`src/rtl/affine_coord_gen.sv`:
```
module affine_coord_gen #(
  parameter int COORD_W = 12,
  parameter int COEF_W  = 16,
  parameter int FRAC_W  = 8,
  parameter int INT_W   = 16
) (
  input  logic               clk,
  input  logic               rst_n,
  input  logic               cfg_we,
  input  logic [3:0]         cfg_addr,
  input  logic [COEF_W-1:0]  cfg_data,
  input  logic               start,
  output logic               busy,
  output logic               frame_done,
  output logic               req_valid,
  input  logic               req_ready,
  output logic [INT_W-1:0]   req_x_int,
  output logic [FRAC_W-1:0]  req_x_frac,
  output logic [INT_W-1:0]   req_y_int,
  output logic [FRAC_W-1:0]  req_y_frac,
  output logic               req_oob,
  output logic               req_last,
  input  logic               in_beat,
  output logic [COORD_W-1:0] in_col,
  output logic [COORD_W-1:0] in_row
);

  localparam int SUM_W = COEF_W + COORD_W + 3;
  localparam int NCOEF = 6;
  localparam logic [COORD_W-1:0] DIM_RST = COORD_W'(16);
  localparam logic signed [COEF_W-1:0] ONE = COEF_W'(1 << FRAC_W);

  logic signed [COEF_W-1:0] sh_c  [NCOEF];
  logic signed [COEF_W-1:0] act_c [NCOEF];
  logic [COORD_W-1:0] sh_ow, sh_oh, sh_iw, sh_ih;
  logic [COORD_W-1:0] act_ow, act_oh, act_iw, act_ih;

  logic [COORD_W-1:0] xo, yo;
  logic more, take, xo_last, yo_last, oob_x, oob_y;
  logic signed [SUM_W-1:0] sxo, syo, xs, ys;
  logic signed [SUM_W-1:0] rx, ry;

  always_ff @(posedge clk) begin
    if (!rst_n) begin
      for (int i = 0; i < NCOEF; i++) sh_c[i] <= '0;
      sh_c[0] <= ONE;
      sh_c[4] <= ONE;
      sh_ow <= DIM_RST; sh_oh <= DIM_RST; sh_iw <= DIM_RST; sh_ih <= DIM_RST;
    end else if (cfg_we) begin
      case (cfg_addr)
        4'd0, 4'd1, 4'd2, 4'd3, 4'd4, 4'd5: sh_c[cfg_addr] <= cfg_data;
        4'd6: sh_ow <= cfg_data[COORD_W-1:0];
        4'd7: sh_oh <= cfg_data[COORD_W-1:0];
        4'd8: sh_iw <= cfg_data[COORD_W-1:0];
        4'd9: sh_ih <= cfg_data[COORD_W-1:0];
        default: ;
      endcase
    end
  end

  always_ff @(posedge clk) begin
    if (!rst_n) begin
      for (int i = 0; i < NCOEF; i++) act_c[i] <= '0;
      act_ow <= DIM_RST; act_oh <= DIM_RST; act_iw <= DIM_RST; act_ih <= DIM_RST;
    end else if (!busy && start) begin
      for (int i = 0; i < NCOEF; i++) act_c[i] <= sh_c[i];
      act_ow <= sh_ow; act_oh <= sh_oh; act_iw <= sh_iw; act_ih <= sh_ih;
    end
  end

  assign sxo = SUM_W'(xo);
  assign syo = SUM_W'(yo);
  assign xs  = SUM_W'(act_c[0]) * sxo + SUM_W'(act_c[1]) * syo + SUM_W'(act_c[2]);
  assign ys  = SUM_W'(act_c[3]) * sxo + SUM_W'(act_c[4]) * syo + SUM_W'(act_c[5]);

  assign oob_x = xs[SUM_W-1] || (xs[SUM_W-1:FRAC_W] >= (SUM_W-FRAC_W)'(act_iw));
  assign oob_y = ys[SUM_W-1] || (ys[SUM_W-1:FRAC_W] >= (SUM_W-FRAC_W)'(act_ih));

  assign xo_last = ({1'b0, xo} + 1'b1) >= {1'b0, act_ow};
  assign yo_last = ({1'b0, yo} + 1'b1) >= {1'b0, act_oh};
  assign take    = more && (!req_valid || req_ready);
  assign frame_done = req_valid && req_ready && req_last;

  always_ff @(posedge clk) begin
    if (!rst_n) begin
      busy <= 1'b0; more <= 1'b0; xo <= '0; yo <= '0;
      req_valid <= 1'b0; rx <= '0; ry <= '0; req_oob <= 1'b0; req_last <= 1'b0;
    end else begin
      if (!busy && start) begin
        busy <= 1'b1; more <= 1'b1; xo <= '0; yo <= '0;
      end else begin
        if (take) begin
          if (xo_last) begin
            xo <= '0;
            if (yo_last) more <= 1'b0;
            else         yo <= yo + 1'b1;
          end else begin
            xo <= xo + 1'b1;
          end
        end
        if (frame_done) busy <= 1'b0;
      end
      if (take) begin
        req_valid <= 1'b1;
        rx <= xs; ry <= ys;
        req_oob  <= oob_x || oob_y;
        req_last <= xo_last && yo_last;
      end else if (req_ready) begin
        req_valid <= 1'b0;
      end
    end
  end

  assign req_x_int  = rx[FRAC_W +: INT_W];
  assign req_x_frac = rx[FRAC_W-1:0];
  assign req_y_int  = ry[FRAC_W +: INT_W];
  assign req_y_frac = ry[FRAC_W-1:0];

  logic col_wrap, row_wrap;
  assign col_wrap = ({1'b0, in_col} + 1'b1) >= {1'b0, sh_iw};
  assign row_wrap = ({1'b0, in_row} + 1'b1) >= {1'b0, sh_ih};

  always_ff @(posedge clk) begin
    if (!rst_n) begin
      in_col <= '0; in_row <= '0;
    end else if (in_beat) begin
      if (col_wrap) begin
        in_col <= '0;
        in_row <= row_wrap ? '0 : in_row + 1'b1;
      end else begin
        in_col <= in_col + 1'b1;
      end
    end
  end

  AST_HOLD_REQ: assert property (@(posedge clk) disable iff (!rst_n)
    req_valid && !req_ready |=> req_valid && $stable(rx) && $stable(ry) && $stable(req_oob) && $stable(req_last));
  AST_VALID_IN_FRAME: assert property (@(posedge clk) disable iff (!rst_n)
    req_valid |-> busy);
  AST_DONE_ENDS: assert property (@(posedge clk) disable iff (!rst_n)
    frame_done |=> !busy && !req_valid);
  AST_CFG_FROZEN: assert property (@(posedge clk) disable iff (!rst_n)
    busy |=> $stable(act_c[0]) && $stable(act_c[2]) && $stable(act_c[5]) && $stable(act_ow) && $stable(act_iw));
  AST_START_IGNORED: assert property (@(posedge clk) disable iff (!rst_n)
    busy && start && !frame_done |=> busy);
  AST_IN_STEP: assert property (@(posedge clk) disable iff (!rst_n)
    in_beat |=> (in_col == '0) || (in_col == $past(in_col) + 1'b1));
  AST_IN_HOLD: assert property (@(posedge clk) disable iff (!rst_n)
    !in_beat |=> $stable(in_col) && $stable(in_row));

endmodule

```
`config.mk`:
```
export PLATFORM = sky130hd
export DESIGN_NAME = affine_coord_gen
export DESIGN_NICKNAME = d
export VERILOG_FILES = /design/src/rtl/affine_coord_gen.sv
export SDC_FILE = /design/constraint.sdc
export NUM_CORES = 2
export LEC_CHECK = 0
export BUFFER_PORTS_ARGS = -buffer_cell sky130_fd_sc_hd__buf_2
export CORE_UTILIZATION = 38
export CTS_BUF_LIST = sky130_fd_sc_hd__clkbuf_2 sky130_fd_sc_hd__clkbuf_4 sky130_fd_sc_hd__clkbuf_8
export DETAILED_ROUTE_END_ITERATION = 8
export SYNTH_ARGS = -nofsm -noshare
export SYNTH_HDL_FRONTEND = slang
export SYNTH_SLANG_ARGS = --single-unit
```
`constraint.sdc`:
```
create_clock -name clk -period 22.3 [get_ports clk]
set_input_delay 4.46 -clock clk [delete_from_list [all_inputs] [get_ports clk]]
set_output_delay 4.46 -clock clk [all_outputs]
set_load 0.02 [all_outputs]
```
# After elaboration in Yosys (flattened, before gate mapping)

Memory sizes are Yosys's and may differ from the RTL's.
Index checks and enable logic that the tools add are counted.

Bits in registers: 197
Bits in writable memories: 192
Input port bits: 26
Output and inout bits: 77
Word-level logic and storage cells: 119
Memories kept: 2

Memories:

| memory | words | bits a word | read ports | clocked after Yosys merged registers in | write ports | line | text |
|---|---|---|---|---|---|---|---|
| act_c  | 6     | 16          | 6          | 0                                       | 6           | 34   | `logic signed [COEF_W-1:0] act_c [NCOEF];` |
| sh_c   | 6     | 16          | 6          | 0                                       | 6           | 33   | `logic signed [COEF_W-1:0] sh_c [NCOEF];` |

Add/subtract/negate cells: 12
Multipliers: 4
Magnitude comparators: 6
Equal/unequal tests: 9
Muxes and demuxes: 30
Bitwise operators: 10
Reductions and logical operators: 27

Operator list:

| operator                                                         | number |
|---|---|
| 16-bit two-way mux                                               | 9 |
| 16-bit by 13-bit multiplier with 29-bit output                   | 4 |
| 30-bit by 16-bit adder with 31-bit output                        | 2 |
| 29-bit by 29-bit adder with 30-bit output                        | 2 |
| 12-bit by 1-bit adder with 13-bit output (second input constant) | 4 |
| 13-bit by 12-bit >= comparator with 1-bit output                 | 4 |
| 12-bit by 1-bit adder with 12-bit output (second input constant) | 4 |
| 23-bit by 12-bit >= comparator with 1-bit output                 | 2 |
| 12-bit two-way mux                                               | 3 |
| 1-bit two-way mux                                                | 17 |
| 4-bit by 3-bit == test with 1-bit output (second input constant) | 4 |
| 16-bit OR reduction                                              | 1 |
| 2-bit AND reduction                                              | 5 |
| 2-bit nonzero test                                               | 5 |
| 4-bit by 2-bit == test with 1-bit output (second input constant) | 2 |
| 4-bit == test (second input constant)                            | 2 |
| 1-bit bitwise OR                                                 | 8 |
| 3-bit AND reduction                                              | 2 |
| 6-bit OR reduction                                               | 1 |
| 1-bit logical AND                                                | 5 |
| 4-bit by 1-bit == test with 1-bit output (second input constant) | 1 |
| 4-bit zero test                                                  | 1 |
| 1-bit logical OR                                                 | 4 |
| 3-bit two-way mux                                                | 1 |
| 3 further kinds                                                  | 5 |

# Longest topological paths before layout

Depth in word-level cells: 8
Mapped depth: 35
Mapped depth without buffers: 33

# Least setup slack after synthesis

Ideal clock, no wire load.

Path kind: in2out
Start point: input req_ready
End point: output frame_done
Data arrival time: 4725 ps
Required time: 17840 ps
Path slack: 13115 ps
Stages on the path: 1
Buffers on the path: 0
Cell sequence: and3_1

Cells in the longest elaborated chain, start to end: 2

Ends and longest elaborated chain:

| item                           | line | text |
|---|---|---|
| from (decl)                    | 16   | `input logic req_ready,` |
| 1-bit logical AND (2 in a row) | 82   | `assign frame_done = req_valid && req_ready && req_last;` |
| to (decl)                      | 14   | `output logic frame_done,` |

No other way between the ends.

# Final worst setup path

Ends and elaborated chain as after synthesis.

==> results.ini <==
[worst_setup_path]
crit_path_start=req_ready
crit_type=input port to output pin
end_kind=output pin
path_buf_inv=2
critPathRequiredTime_ns=17.84
crit_slowest_cell=and3_1
crit_cells=3
cp-endpoint=frame_done
crit_path_max_incr_delay_ns=0.26
path_cells=buf_2 > and3_1 > buf_2
reg2regPathDepth=29
worstPathMaxFanout=2
crit_arrival_ns=5.07
ff2ff_setup_slack_ns=13.04
critPathTopFamily=buffers and inverters
r2r-start=xo[2]$_SDFFE_PP0P_
cp_common_cell=buf_2
r2r_end=req_oob$_SDFFE_PN0P_
critPathLaunchType=input port

[synthesis]
synth_cell_types=83
ys.flop_type=dfxtp_1
synth_edf_count=192
netlist_area_um2=48040
ys_seq_area_share_pct=20.21
synth_nets=6241
syn_inst=5017
postSynthAreaPerCell_um2=9.576
async_flop_share_pct=0
synth_seq_cells=389
yosys_warnings=0

[place]
dpl_worst_slack_ns=12.77
hpwlAfterDp_mm=107.2
gp_routability_congestion=0.9095
io_buffers=102
place_inst=6566

[sta]
final_max_slew_viol_count=0
skew_ns=0.03647
rsz0062_at_grt=false
hold_viol_final=0
fin_setup_tns_ns=0
finalSetupViolations=0
max_freq_ghz=0.1049
tightest_slew_ns=1.077
post-route-period-util_pct=42.75
worst_slack_ns=12.77
fin_crit_ns=9.534
slew_headroom_pct=28.23

[floorplanning]
core_area_um2=125600
die_x_um=357.6
start_util_pct=38.26
io_pins=103
num_rows=130
die_h_um=357.6
dieArea_um2=127900

[cts]
ctsHtreeMaxLevel=3
insertion_delay_ns=0.69
cts_buffer_depth=3
cts_num_sinks=389
cts_tree=done
cts_resized=0
cts_buffers=74
cts_root_buf=clkbuf_8
cts_hold_buf=0
post-cts-setup-buffer-count=0
clkTransAtPathRegs_ns=0.06

[route]
wl_per_cell_um=20.04
drt_iter0_drc=2146
routed.top_layer=met5
met1Wirelength_mm=58.66
vias=33220
post-route-drc-count=0
dr_wl_met3_mm=10.90
vias_per_cell=4.956
wl_mm=134.3
postRouteAntennaNets=0
first_pass_iters=5
met2_length_mm=59.55

[global_routing]
grt_pass1_wl_mm=210.8
grt_max_degree=83
antenna_found_initial=12
gr-total-overflow=0
track_usage_pct=21.80
grt_pass1_vias=34410

[layout]
fillers=12410
stdcell_count=6704
syn_to_final_growth_pct=7.591
fin_nets=6216
drive_gt1_share_pct=6.295

[run]
cap_violations=0

[hold_path]
hp-class=register to register
worstHoldStart=sh_oh[8]$_SDFFE_PN0P_

[power_and_ir_drop]
ir_worst_vdd_mv=0.04820
power_density_nw_per_um2=37.75
p_leak_nw=25.14

[run_status]
status=complete, no violations

-- cells in the mapped netlist (all sizes together), types with 4 or more instances --
library cell	n	area [um^2]
nor2b	11	68.82
and2	588	3679
nand4	19	118.9
fa	884	17700
buf	33	145.1
edfxtp	192	5766
a21oi	158	813.3
nor4b	6	58.80
a22o	4	35.03
a22oi	5	37.54
nand2	568	2132
nand3	52	277.8
o211ai	11	82.58
or2	4	25.02
o21a	10	75.07
a211oi	16	130.1
xor2	34	297.8
inv	1100	4129
nor3	21	105.1
and4	6	52.55
clkbuf	212	795.8
or3	11	68.82
nor2	169	634.4
a31oi	7	43.79
o31ai	9	67.56
o21ai	86	434.2
o22ai	26	162.7
mux2i	32	320.3
a21o	26	195.2
dfxtp	197	3944
o2111ai	5	56.31
nand3b	10	75.07
nor4	6	58.80
xnor2	66	578.1
ha	314	3929
and3	26	167.7
a31o	8	70.07
o21bai	10	75.07
nand2b	26	162.7
-- flip-flops by register name, indices dropped and copies added, names as in the netlist, 24 cells and up --
signal,cells
act_c,96
rx,24
ry,24
sh_c,96
-- layout by cell type, fill, tap and decap left out, types with 12 or more instances in the layout --
| cell | count |
|---|---|
| ha_1 | 314 |
| xnor2_1 | 66 |
| mux2i_1 | 32 |
| nand2b_1 | 25 |
| a21oi_1 | 154 |
| and2_1 | 587 |
| and3_1 | 25 |
| clkinv_2 | 12 |
| o21ai_0 | 80 |
| buf_4 | 42 |
| nand3_1 | 50 |
| a21o_1 | 26 |
| clkbuf_4 | 23 |
| buf_2 | 102 |
| nand2_1 | 567 |
| a211oi_1 | 14 |
| nor2_1 | 167 |
| nand4_1 | 19 |
| clkbuf_8 | 82 |
| xor2_1 | 34 |
| nor3_1 | 20 |
| o22ai_1 | 26 |
| edfxtp_1 | 192 |
| dfxtp_1 | 196 |
| fa_1 | 884 |
| inv_1 | 1098 |
-- through the flow --
stage | hold slack, ns | util [%] | area (um^2) | total power [mW]
global placement | 0.4330 | 39.85 | 50040 | 1.168
finish | 0.4458 | 41.17 | 51690 | 1.951
global route | 0.4724 | 41.16 | 51690 | 2.031
floorplan | 0.4248 | - | 48040 | 1.030
CTS | 0.4492 | 41.16 | 51690 | 1.965
detailed placement | 0.4407 | 39.85 | 50040 | 1.172
-- layer usage --
| metal | GRT usage, % | up-vias |
|---|---|---|
| met5 | 0 | - |
| met4 | 8.077 | 4 |
| met3 | 4.931 | 192 |
| met2 | 33.24 | 1029 |
| met1 | 30.28 | 16880 |
| li1 | - | 15110 |
-- cell families (layout without fill, tap and decap cells) --
family,count (synthesis),in the layout,synth area share [%]
flops,389,389,20.21
simple gates,1530,1530,16.12
fa+ha+maj,1198,1198,45.01
mux,33,33,0.6979
xor+xnor,100,100,1.823
buf+inv,1346,1381,10.56
compound gates,421,421,5.581
other cells,0,2,0
-- how the worst min path moves through the flow --
stage | end | slack, ns | depth (start not counted)
after floorplan | act_oh[10]$_SDFFE_PN0P_ | 0.42 | 2
after global placement | act_ow[5]$_SDFFE_PN0P_ | 0.43 | 2
after detailed placement | act_oh[5]$_SDFFE_PN0P_ | 0.44 | 2
after CTS | act_oh[5]$_SDFFE_PN0P_ | 0.45 | 2
after global routing | sh_ow[10]$_SDFFE_PN0P_ | 0.47 | 2
final | act_oh[8]$_SDFFE_PN0P_ | 0.45 | 2
-- where the power goes --
| part | total [mW] | switching (mW) | internal [mW] |
|---|---|---|---|
| Sequential | 0.848 | 0.0594 | 0.789 |
| Clock | 0.793 | 0.350 | 0.443 |
| Combinational | 0.311 | 0.212 | 0.0983 |
-- worst min-delay path: stages (launching register included) --
cell	delay, ns
dfxtp_1	0.32
nand2_1	0.04
o21ai_0	0.05
-- cell type report --
cell class | count | area [um^2] | area share, %
Tap cell | 1650 | 2064 | 3.994
Timing Repair Buffer | 144 | 825.8 | 1.598
Sequential cell | 389 | 9711 | 18.79
Clock inverter | 31 | 347.8 | 0.6729
Inverter | 1101 | 4140 | 8.009
Clock buffer | 105 | 1301 | 2.517
Antenna cell | 2 | 5.005 | 0.009682
Multi-Input combinational cell | 3282 | 33300 | 64.41
(Power assumes the default switching activity.)
